<file path="src/rtl/hdlcTxPkg.sv">
package hdlcTxPkg;
  localparam logic [7:0] FLAG_BYTE = 8'h7E;
  localparam logic [7:0] ESC_BYTE  = 8'h7D;
  localparam logic [7:0] ESC_XOR   = 8'h20;

  typedef enum logic [2:0] {
    PH_OPEN, PH_DATA, PH_CRC_LO, PH_CRC_HI, PH_CLOSE
  } phaseT;

  typedef enum logic [1:0] {
    ST_IDLE, ST_SEND, ST_DRAIN, ST_PARK
  } ctlStateT;

  typedef struct packed {
    logic start;   // load a fresh frame context
    logic run;     // offer bytes to the serializer
    logic drain;   // discard buffer bytes without sending
  } txStrobeT;

  function automatic logic [15:0] crcStep(input logic [15:0] cur,
                                          input logic [7:0]  data,
                                          input logic [15:0] poly);
    logic [15:0] r;
    r = cur ^ {8'h00, data};
    for (int i = 0; i < 8; i++) begin
      r = r[0] ? ((r >> 1) ^ poly) : (r >> 1);
    end
    return r;
  endfunction
endpackage

</file>
<file path="src/rtl/hdlcTxDatapath.sv">
module hdlcTxDatapath
  import hdlcTxPkg::*;
#(
  parameter logic [15:0] CRC_POLY = 16'h8408,
  parameter logic [15:0] CRC_INIT = 16'hFFFF
) (
  input  logic       clk,
  input  logic       rstN,
  input  txStrobeT   strb,
  input  logic       bufValid,
  input  logic [7:0] bufData,
  input  logic       bufLast,
  input  logic       txReady,
  output logic [7:0] txByte,
  output logic       txValid,
  output logic       bufPop,
  output logic       frameEnd,
  output logic       bufDone
);
  phaseT       phase;
  logic        escPend;
  logic [15:0] crc;
  logic [7:0]  rawByte;
  logic        isFlagPh;
  logic        needEsc;
  logic        fire;
  logic        byteDone;

  always_comb begin
    case (phase)
      PH_DATA:   rawByte = bufData;
      PH_CRC_LO: rawByte = ~crc[7:0];
      PH_CRC_HI: rawByte = ~crc[15:8];
      default:   rawByte = FLAG_BYTE;
    endcase
  end

  assign isFlagPh = (phase == PH_OPEN) || (phase == PH_CLOSE);
  assign needEsc  = !isFlagPh && ((rawByte == FLAG_BYTE) || (rawByte == ESC_BYTE));

  always_comb begin
    if (isFlagPh)     txByte = FLAG_BYTE;
    else if (escPend) txByte = rawByte ^ ESC_XOR;
    else if (needEsc) txByte = ESC_BYTE;
    else              txByte = rawByte;
  end

  assign txValid  = strb.run && ((phase != PH_DATA) || bufValid);
  assign fire     = txValid && txReady;
  assign byteDone = fire && (!needEsc || escPend);
  assign bufPop   = (byteDone && (phase == PH_DATA)) || (strb.drain && bufValid);
  assign frameEnd = byteDone && (phase == PH_CLOSE);

  always_ff @(posedge clk) begin
    if (!rstN) begin
      phase   <= PH_OPEN;
      escPend <= 1'b0;
      crc     <= CRC_INIT;
      bufDone <= 1'b0;
    end else if (strb.start) begin
      phase   <= PH_OPEN;
      escPend <= 1'b0;
      crc     <= CRC_INIT;
      bufDone <= 1'b0;
    end else if (fire) begin
      if (!byteDone) begin
        escPend <= 1'b1;
      end else begin
        escPend <= 1'b0;
        case (phase)
          PH_OPEN:   phase <= PH_DATA;
          PH_DATA: begin
            crc <= crcStep(crc, bufData, CRC_POLY);
            if (bufLast) begin
              phase   <= PH_CRC_LO;
              bufDone <= 1'b1;
            end
          end
          PH_CRC_LO: phase <= PH_CRC_HI;
          PH_CRC_HI: phase <= PH_CLOSE;
          default:   phase <= PH_OPEN;
        endcase
      end
    end
  end


  esc_pair_chk: assert property (@(posedge clk) disable iff (!rstN)
    (fire && (txByte == ESC_BYTE)) |=>
      (!txValid || (txByte == (FLAG_BYTE ^ ESC_XOR)) || (txByte == (ESC_BYTE ^ ESC_XOR))));


  close_flag_chk: assert property (@(posedge clk) disable iff (!rstN)
    frameEnd |-> (txByte == FLAG_BYTE));
endmodule

</file>
<file path="src/rtl/hdlcTxControl.sv">
module hdlcTxControl
  import hdlcTxPkg::*;
(
  input  logic     clk,
  input  logic     rstN,
  input  logic     cts,
  input  logic     restartCmd,
  input  logic     bufValid,
  input  logic     bufLast,
  input  logic     frameEnd,
  input  logic     bufDone,
  output txStrobeT strb,
  output logic     statValid,
  output logic     statCtsLost,
  output logic     txErrEvt,
  output logic     txParked
);
  ctlStateT state;
  ctlStateT stateNxt;
  logic     abortNow;

  assign abortNow   = (state == ST_SEND) && !cts;
  assign strb.start = (state == ST_IDLE) && bufValid && cts;
  assign strb.run   = (state == ST_SEND) && cts;
  assign strb.drain = (state == ST_DRAIN);

  always_comb begin
    stateNxt = state;
    case (state)
      ST_IDLE:  if (strb.start) stateNxt = ST_SEND;
      ST_SEND: begin
        if (abortNow)      stateNxt = bufDone ? ST_PARK : ST_DRAIN;
        else if (frameEnd) stateNxt = ST_IDLE;
      end
      ST_DRAIN: if (bufValid && bufLast) stateNxt = ST_PARK;
      default:  if (restartCmd) stateNxt = ST_IDLE;
    endcase
  end

  always_ff @(posedge clk) begin
    if (!rstN) begin
      state       <= ST_IDLE;
      statValid   <= 1'b0;
      statCtsLost <= 1'b0;
      txErrEvt    <= 1'b0;
      txParked    <= 1'b0;
    end else begin
      state       <= stateNxt;
      statValid   <= abortNow || frameEnd;
      statCtsLost <= abortNow;
      txErrEvt    <= abortNow;
      txParked    <= (stateNxt == ST_PARK);
    end
  end


  cts_abort_chk: assert property (@(posedge clk) disable iff (!rstN)
    ((state == ST_SEND) && !cts) |=> (txErrEvt && (state != ST_SEND)));


  restart_chk: assert property (@(posedge clk) disable iff (!rstN)
    ((state == ST_PARK) && restartCmd) |=> (state == ST_IDLE));
endmodule

</file>
<file path="src/rtl/hdlcCtsTx.sv">
module hdlcCtsTx
  import hdlcTxPkg::*;
#(
  parameter logic [15:0] CRC_POLY = 16'h8408,
  parameter logic [15:0] CRC_INIT = 16'hFFFF
) (
  input  logic       clk,
  input  logic       rstN,
  input  logic       bufValid,
  input  logic [7:0] bufData,
  input  logic       bufLast,
  output logic       bufPop,
  output logic [7:0] txByte,
  output logic       txValid,
  input  logic       txReady,
  input  logic       cts,
  input  logic       restartCmd,
  output logic       statValid,
  output logic       statCtsLost,
  output logic       txErrEvt,
  output logic       txParked
);
  txStrobeT strb;
  logic     frameEnd;
  logic     bufDone;

  hdlcTxDatapath #(.CRC_POLY(CRC_POLY), .CRC_INIT(CRC_INIT)) i_datapath (
    .clk      (clk),
    .rstN     (rstN),
    .strb     (strb),
    .bufValid (bufValid),
    .bufData  (bufData),
    .bufLast  (bufLast),
    .txReady  (txReady),
    .txByte   (txByte),
    .txValid  (txValid),
    .bufPop   (bufPop),
    .frameEnd (frameEnd),
    .bufDone  (bufDone)
  );

  hdlcTxControl i_control (
    .clk         (clk),
    .rstN        (rstN),
    .cts         (cts),
    .restartCmd  (restartCmd),
    .bufValid    (bufValid),
    .bufLast     (bufLast),
    .frameEnd    (frameEnd),
    .bufDone     (bufDone),
    .strb        (strb),
    .statValid   (statValid),
    .statCtsLost (statCtsLost),
    .txErrEvt    (txErrEvt),
    .txParked    (txParked)
  );


  cts_gate_chk: assert property (@(posedge clk) disable iff (!rstN)
    !cts |-> !txValid);


  park_quiet_chk: assert property (@(posedge clk) disable iff (!rstN)
    txParked |-> (!txValid && !bufPop));


  done_stat_chk: assert property (@(posedge clk) disable iff (!rstN)
    frameEnd |=> (statValid && !statCtsLost && !txErrEvt));
endmodule

</file>
<file path="config.mk">
export PLATFORM = sky130hd
export DESIGN_NAME = hdlcCtsTx
export DESIGN_NICKNAME = d
export VERILOG_FILES = /design/src/rtl/hdlcTxPkg.sv /design/src/rtl/hdlcTxDatapath.sv /design/src/rtl/hdlcTxControl.sv /design/src/rtl/hdlcCtsTx.sv
export SDC_FILE = /design/constraint.sdc
export NUM_CORES = 1
export LEC_CHECK = 0
export BUFFER_PORTS_ARGS = -buffer_cell sky130_fd_sc_hd__buf_2
export CAP_MARGIN = 5
export CORE_ASPECT_RATIO = 1.1
export CORE_MARGIN = 10
export CORE_UTILIZATION = 46
export DETAILED_ROUTE_END_ITERATION = 6
export PLACE_DENSITY = 0.68
export SLEW_MARGIN = 20
export SYNTH_ARGS = -nofsm -noshare
export SYNTH_HDL_FRONTEND = slang
export SYNTH_SLANG_ARGS = --single-unit
</file>
<file path="constraint.sdc">
create_clock -name clk -period 3.98 [get_ports clk]
set_input_delay 0.199 -clock clk [delete_from_list [all_inputs] [get_ports clk]]
set_output_delay 0.199 -clock clk [all_outputs]
set_load 0.005 [all_outputs]
</file>
==> run metrics, run 1 <==
Post-synth EDFFs=0; post-route clock period utilization=77.4%; Max VDD drop=0.185 mV; startpoint types=register; CTS tree=built; Max Buffers Root-to-Sink=2; Vias=1483; synth warn=0; synth cell count leaders=26 x dfxtp_1, 20 x xnor2_1, 19 x nand2_1; Max Fclk=325 MHz; PwrDens=283 nW/µm²; post-synthesis sequential area ratio=between 30% and 40%; Syn Nets=221; GR Overflow Total=0; vias in the first global route=1480; max-cap violations=0; area leader, netlist=dfxtp_1; Final Skew=0.0118 ns; antenna violations before repair=0; CORE AREA=3410 µm²; RSZ-0062 raised after global routing=no; PortBufs=28; Non-Filler Instances=274; Rows=22; GRT Total Usage=a little over an eighth; initial detailed-routing violation count=129; CTS Buf Count=3; worst slew margin relative to its limit=about two fifths; synthesized flop and latch total=26; endpoint class of the critical path=output pin; DRT antenna net count=0; Die Y=83.1 µm; Crit Path Class=reg -> out; initial core utilization=just under 50%; die area=around 6400 µm²; post-synthesis async set-or-reset flop share=0%; root buf cell=clkbuf_4; DRT Pass-1 Iters=4; Hold Path Class=in -> reg; fraction of final layout cells sized beyond drive strength 1=17.7%; average size of a mapped cell=8.09 µm²; Primary FF master, synth=dfxtp_1; Least-Margin Pin Slew=0.908 ns; outcome=finished clean; clock slew at reported path FFs=0.16 ns; hold-fix buffers at CTS=0; final hold viol count=0; global-route wire length before repair=7.27 mm; drc violations=0; pin count of the biggest net entering global routing=33; top-count cell post-synth=dfxtp_1; Synth area leaders=dfxtp_1 31%, xnor2_1 11%, nand2b_1 5.6%; Setup TNS Final=0 ns; routability congestion estimate=0.858; total clock sinks=26; Post-DP Area=1800 µm²; cts repair resizes=0; # IOs=29; Syn Inst Count=206; count of nets after finishing=242; post-synthesis cell type count=42; Final HPWL DP=3.03 mm; # setup viols final=0; Die Wd=between 70 and 80 µm; CTS HTree Levels=1; Max FO, Critical Path=32; Pleak=0.000742 µW; share of the synthesized area in the top cell type=between 30% and 40%; worst path arrival time=2.88 ns; minimum clock period=3.08 ns; Worst Path Required=3.78 ns; post-route cell area=1860 µm²; Synth-to-Final Area Change=11.4%; Via-to-Cell Ratio=5.41; synthesized cell area=1670 µm²; Worst-Skew Late Latency=0.34 ns; post-CTS setup buffer count=0; post-placement cell count=270; WL/cell=15.3 µm; n_diodes=0; WL final=4.19 mm; Max Slew Vio Count=0
## where the power goes
group | internal [µW] | switching [µW] | leakage [µW]
clock network | 102 | 86.6 | 0.0000279
logic | 30.5 | 41.1 | 0.000504
registers | 263 | 2.65 | 0.000210
## cell usage in the layout, fill, tap and decap left out, drive strengths merged, types with 7 or more instances in the layout
| master | count |
|---|---|
| o21ai | 16 |
| dfxtp | 26 |
| nand2 | 20 |
| inv | 8 |
| nor2 | 8 |
| xnor2 | 20 |
| nor3 | 10 |
| nor2b | 7 |
| o211ai | 8 |
| nand2b | 15 |
| buf | 29 |
## metrics by stage
| stage | hold WS [ns] | total power [µW] | setup slack [ns] | util [%] |
|---|---|---|---|---|
| 3_5_place_dp | 0.449 | 342 | 1.33 | 52.7 |
| 4_1_cts | 0.133 | 526 | 0.933 | 54.3 |
| 2_1_floorplan | 0.332 | 319 | 2.11 | - |
| 5_1_grt | 0.139 | 543 | 0.591 | 54.4 |
| 3_3_place_gp | 0.441 | 341 | 1.38 | 52.7 |
| 6_report | 0.133 | 525 | 0.900 | 54.4 |
## worst max-delay path, stage by stage, from the launching register on
cell and delay (ns):
dfxtp_1 0.95, nand2b_1 0.12, a32oi_1 0.34, nand4_1 0.18, a211oi_2 0.46, buf_4 0.30, nor2_1 0.06, buf_2 0.12
## cell type report
type | count | area [µm²]
fillers | 368 | 1560
repair buffers | 29 | 148
inverters | 8 | 30.0
flip-flops and latches | 26 | 520
clock inverters | 1 | 30.0
well taps | 48 | 60.1
clock buffers | 3 | 22.5
multi-input cells | 159 | 1050
## flip-flops by register name (all words and copies together), names as in the netlist
register,cells
i_control.txParked,1
i_datapath.escPend,1
i_control.statCtsLost,1
i_datapath.phase,3
i_datapath.crc,16
i_control.statValid,1
i_control.state,2
i_datapath.bufDone,1
## worst paths after layout
path | from | endpoint | slack (ns) | cells after the start
worst max-delay path | i_datapath.phase[1] | txByte[1] | 0.90 | 7
worst min register to register | i_datapath.bufDone | i_datapath.bufDone | 0.46 | 2
worst max register to register | i_datapath.phase[1] | i_datapath.phase[2] | 1.29 | 7
worst min-delay path | bufLast | i_datapath.bufDone | 0.13 | 3
## layer usage
metal	part of all wire, %	GRT usage, %	up-vias	wire [µm]
li1	-	-	760	-
met4	1.0	3.47	0	42
met2	47	20.8	41	1980
met3	6.4	3.23	4	267
met1	45	17.5	678	1910
met5	0	0	-	0
## cell families after synthesis
family,synth area share (%)
multiplexers,1.20
XOR/XNOR,13.1
buffers and inverters,6.46
flip-flops,31.2
AO/OA/AOI/OAI,21.7
AND/OR/NAND/NOR,26.3
Power figures use the tool's default switching activity.
==> run 2: changes to the inputs <==
ABC_AREA = 1   (was unset)
PLACE_DENSITY = 0.67   (was 0.68)
clock period = 3.11 ns   (was 3.98 ns; I/O delays follow)
==> run metrics, run 2 <==
vias in the first global route=1548 (+4.6%); cts repair resizes=0 (unchanged); synthesized cell area=1750 µm² (+5.0%); gr busiest metal=met2; CTS Buf Count=3 (unchanged); multiplexer share of the synthesized area=0% (-1.2 points); Filler cells=383 (+4.1%); Top Registers=i_datapath.crc x16, i_datapath.phase x3, i_control.state x2; Max Fclk=between 300 and 400 MHz; commonest cells after routing, fill and taps aside=58 x nand2_1, 38 x inv_1, 28 x buf_2, 27 x nand3_1; combinational power share=16.5% (+2.9 points); clock slew at reported path FFs=0.09 ns (-0.07 ns); top-count cell post-synth=nand2_1; WL final=4.29 mm (+2.5%); final hold viol count=0 (unchanged); global-route wire length before repair=7.29 mm (+0.29%); drc violations=0 (unchanged); met2 Track Usage GR=20.1% (-0.67 points); main combinational cell family by area after synthesis=simple AND/OR/NAND/NOR gates; die area=6670 µm² (+3.7%); Syn Nets=275 (+24%); total clock sinks=26 (unchanged); Worst Path Required=2.95 ns (-0.83 ns); initial detailed-routing violation count=88 (-32%); WL/cell=12.9 µm (-16%); GRT Total Usage=12.7% (-0.55 points); most common cell after layout, fill and taps aside=nand2_1; max-cap violations=0 (unchanged); GR Overflow Total=0 (unchanged); post-CTS setup buffer count=0 (unchanged); Die Y=84.7 µm (+1.9%); Int Power=491 µW (+24%); Vias=1627 (+9.7%); clock share of power=32.7% (-3.2 points); share of the synthesized area in the top cell type=29.8% (-1.5 points); Worst-Skew Late Latency=0.27 ns (-0.07 ns); Setup TNS Final=0 ns (unchanged); Synth Area in Adders=0% (unchanged); Least-Margin Pin Slew=0.496 ns (-0.412 ns); PnR worst setup slack=0.389 ns (-0.511 ns); XOR/XNOR Fraction of Synth Area=12.0% (-1.1 points); Simple-Gate Fraction of Synth Area=41.5% (+15 points); RSZ-0062 raised after global routing=no; routability congestion estimate=0.863 (+0.63%); Max VDD drop=0.210 mV (+14%); DRT Pass-1 Iters=5 (+1); endpoint class of the critical path=output pin; minimum clock period=2.72 ns; initial core utilization=47.9% (-0.97 points); PwrDens=345 nW/µm² (+22%); Post-synth EDFFs=0 (unchanged); root buf cell=clkbuf_8; startpoint types=register; Final Skew=0.00403 ns (-0.00780 ns); max FFs per register=16 (unchanged); Max Slew Vio Count=0 (unchanged); fraction of final layout cells sized beyond drive strength 1=16.6% (-1.1 points); Syn Inst Count=260 (+26%); # IOs=29 (unchanged); area leader, netlist=dfxtp_1; post-synthesis async set-or-reset flop share=0% (unchanged); Crit Path Class=reg -> out; # setup viols final=0 (unchanged); average size of a mapped cell=6.73 µm² (-17%); compound-gate portion of the synthesized area=3.79% (-18 points); outcome=finished clean; Max FO, Critical Path=25 (-22%); synthesized flop and latch total=26 (unchanged); n_diodes=0 (unchanged); Final HPWL DP=3.43 mm (+13%); post-route cell area=1950 µm² (+5.0%); Rows=23 (+4.5%); post-synthesis sequential area ratio=29.8% (-1.5 points); count of nets after finishing=299 (+24%); Primary FF master, synth=dfxtp_1; pre-CTS setup slack=0.692 ns (-0.642 ns); Hold Path Class=in -> reg; post-route clock period utilization=87.5%; antenna violations before repair=0 (unchanged); worst path arrival time=2.57 ns (-0.31 ns); PortBufs=28 (unchanged); Pleak=0.00104 µW (+40%); GR Layer Usage met1=16.7% (-0.78 points); Synth-to-Final Area Change=11.4% (about the same); synth cell count leaders=58 x nand2_1, 38 x inv_1, 27 x nand3_1; met3 usage=3.52% (+0.29 points); CTS HTree Levels=1 (unchanged); post-synthesis cell type count=26 (-38%); worst slew margin relative to its limit=66.8% (+27 points); hold-fix buffers at CTS=0 (unchanged); switching share of power=27.0% (+2.2 points); Seq pwr share=50.8% (+0.3 points); sw power=182 µW (+39%); DRT antenna net count=0 (unchanged); CORE AREA=3650 µm² (+7.1%); synth warn=0 (unchanged); Via-to-Cell Ratio=4.89 (-9.7%); Die Wd=78.8 µm (+1.8%); Biggest register=i_datapath.crc; Max Buffers Root-to-Sink=2 (unchanged); Synth area leaders=dfxtp_1 30%, nand2_1 12%, inv_1 8.2%; pin count of the biggest net entering global routing=26 (-21%); CTS tree=built; Post-DP Area=1890 µm² (+5.3%)
run 2: cell types whose count changed after synthesis, moves of 7 or more:
cell and delta:
inv_1 +30, nand2_1 +39, nand2b_1 -15, nand3_1 +23, nand4_1 +20, nor2_1 +18
nor2b_1 -7, nor3_1 -8, o21ai_1 -11, xnor2_1 -9, xor2_1 +8
run 2: layout make-up:
| type | instances | area, µm² | area share [%] |
|---|---|---|---|
| inverter | 39 | 146 | 7.51 |
| clock buffer | 4 | 55.1 | 2.82 |
| tap | 50 | 62.6 | 3.21 |
| multi-input combinational | 183 | 1000 | 51.4 |
| timing repair buffer | 31 | 163 | 8.34 |
| sequential | 26 | 520 | 26.7 |
run 2: power groups by stage:
stage	registers (µW)	clock network, µW	logic, µW
after CTS	342	225	111
after global routing	343	233	124
after floorplan	347	0	79.8
final	342	220	111
after detailed placement	349	0	111
after global placement	349	0	110
run 2: final timing paths:
| path | startpoint | to | slack (ns) | depth (start not counted) |
|---|---|---|---|---|
| worst max register to register | i_datapath.phase[1] | i_datapath.crc[7] | 0.73 | 12 |
| worst max-delay path | i_datapath.phase[1] | bufPop | 0.39 | 12 |
| worst min-delay path | rstN | i_control.state[0] | 0.15 | 3 |
| worst min register to register | i_datapath.crc[9] | i_datapath.crc[9] | 0.47 | 2 |
run 2: critical path: stages, from the launching register on:
cell,delay [ns]
dfxtp_1,0.44
inv_1,0.17
nand2_1,0.15
nor2_1,0.43
nand2_1,0.13
inv_1,0.09
nor2_2,0.04
nand2_1,0.06
nand2_1,0.08
nand3_4,0.24
nand3_4,0.24
nand2_1,0.11
buf_2,0.12
run 2: per-layer routing:
layer / vias to the layer above / wire length [µm]
li1: 875 / -
met1: 707 / 2060
met2: 41 / 1920
met3: 4 / 281
met4: 0 / 29
met5: - / 0
run 2: stage by stage:
stage	hold slack, ns	cells	util [%]	total power [µW]
detailed placement	0.437	329	51.8	460
finish	0.149	333	53.3	673
CTS	0.146	333	53.3	678
floorplan	0.302	260	-	427
global placement	0.432	329	51.8	460
global route	0.163	333	53.3	700
run 2: cells by family (layout without fill, tap and decap cells):
logic type	count (synthesis)	in the layout
buffers and inverters	51	74
AND/OR/NAND/NOR	148	148
flip-flops	26	26
AO/OA/AOI/OAI	11	11
XOR/XNOR	24	24
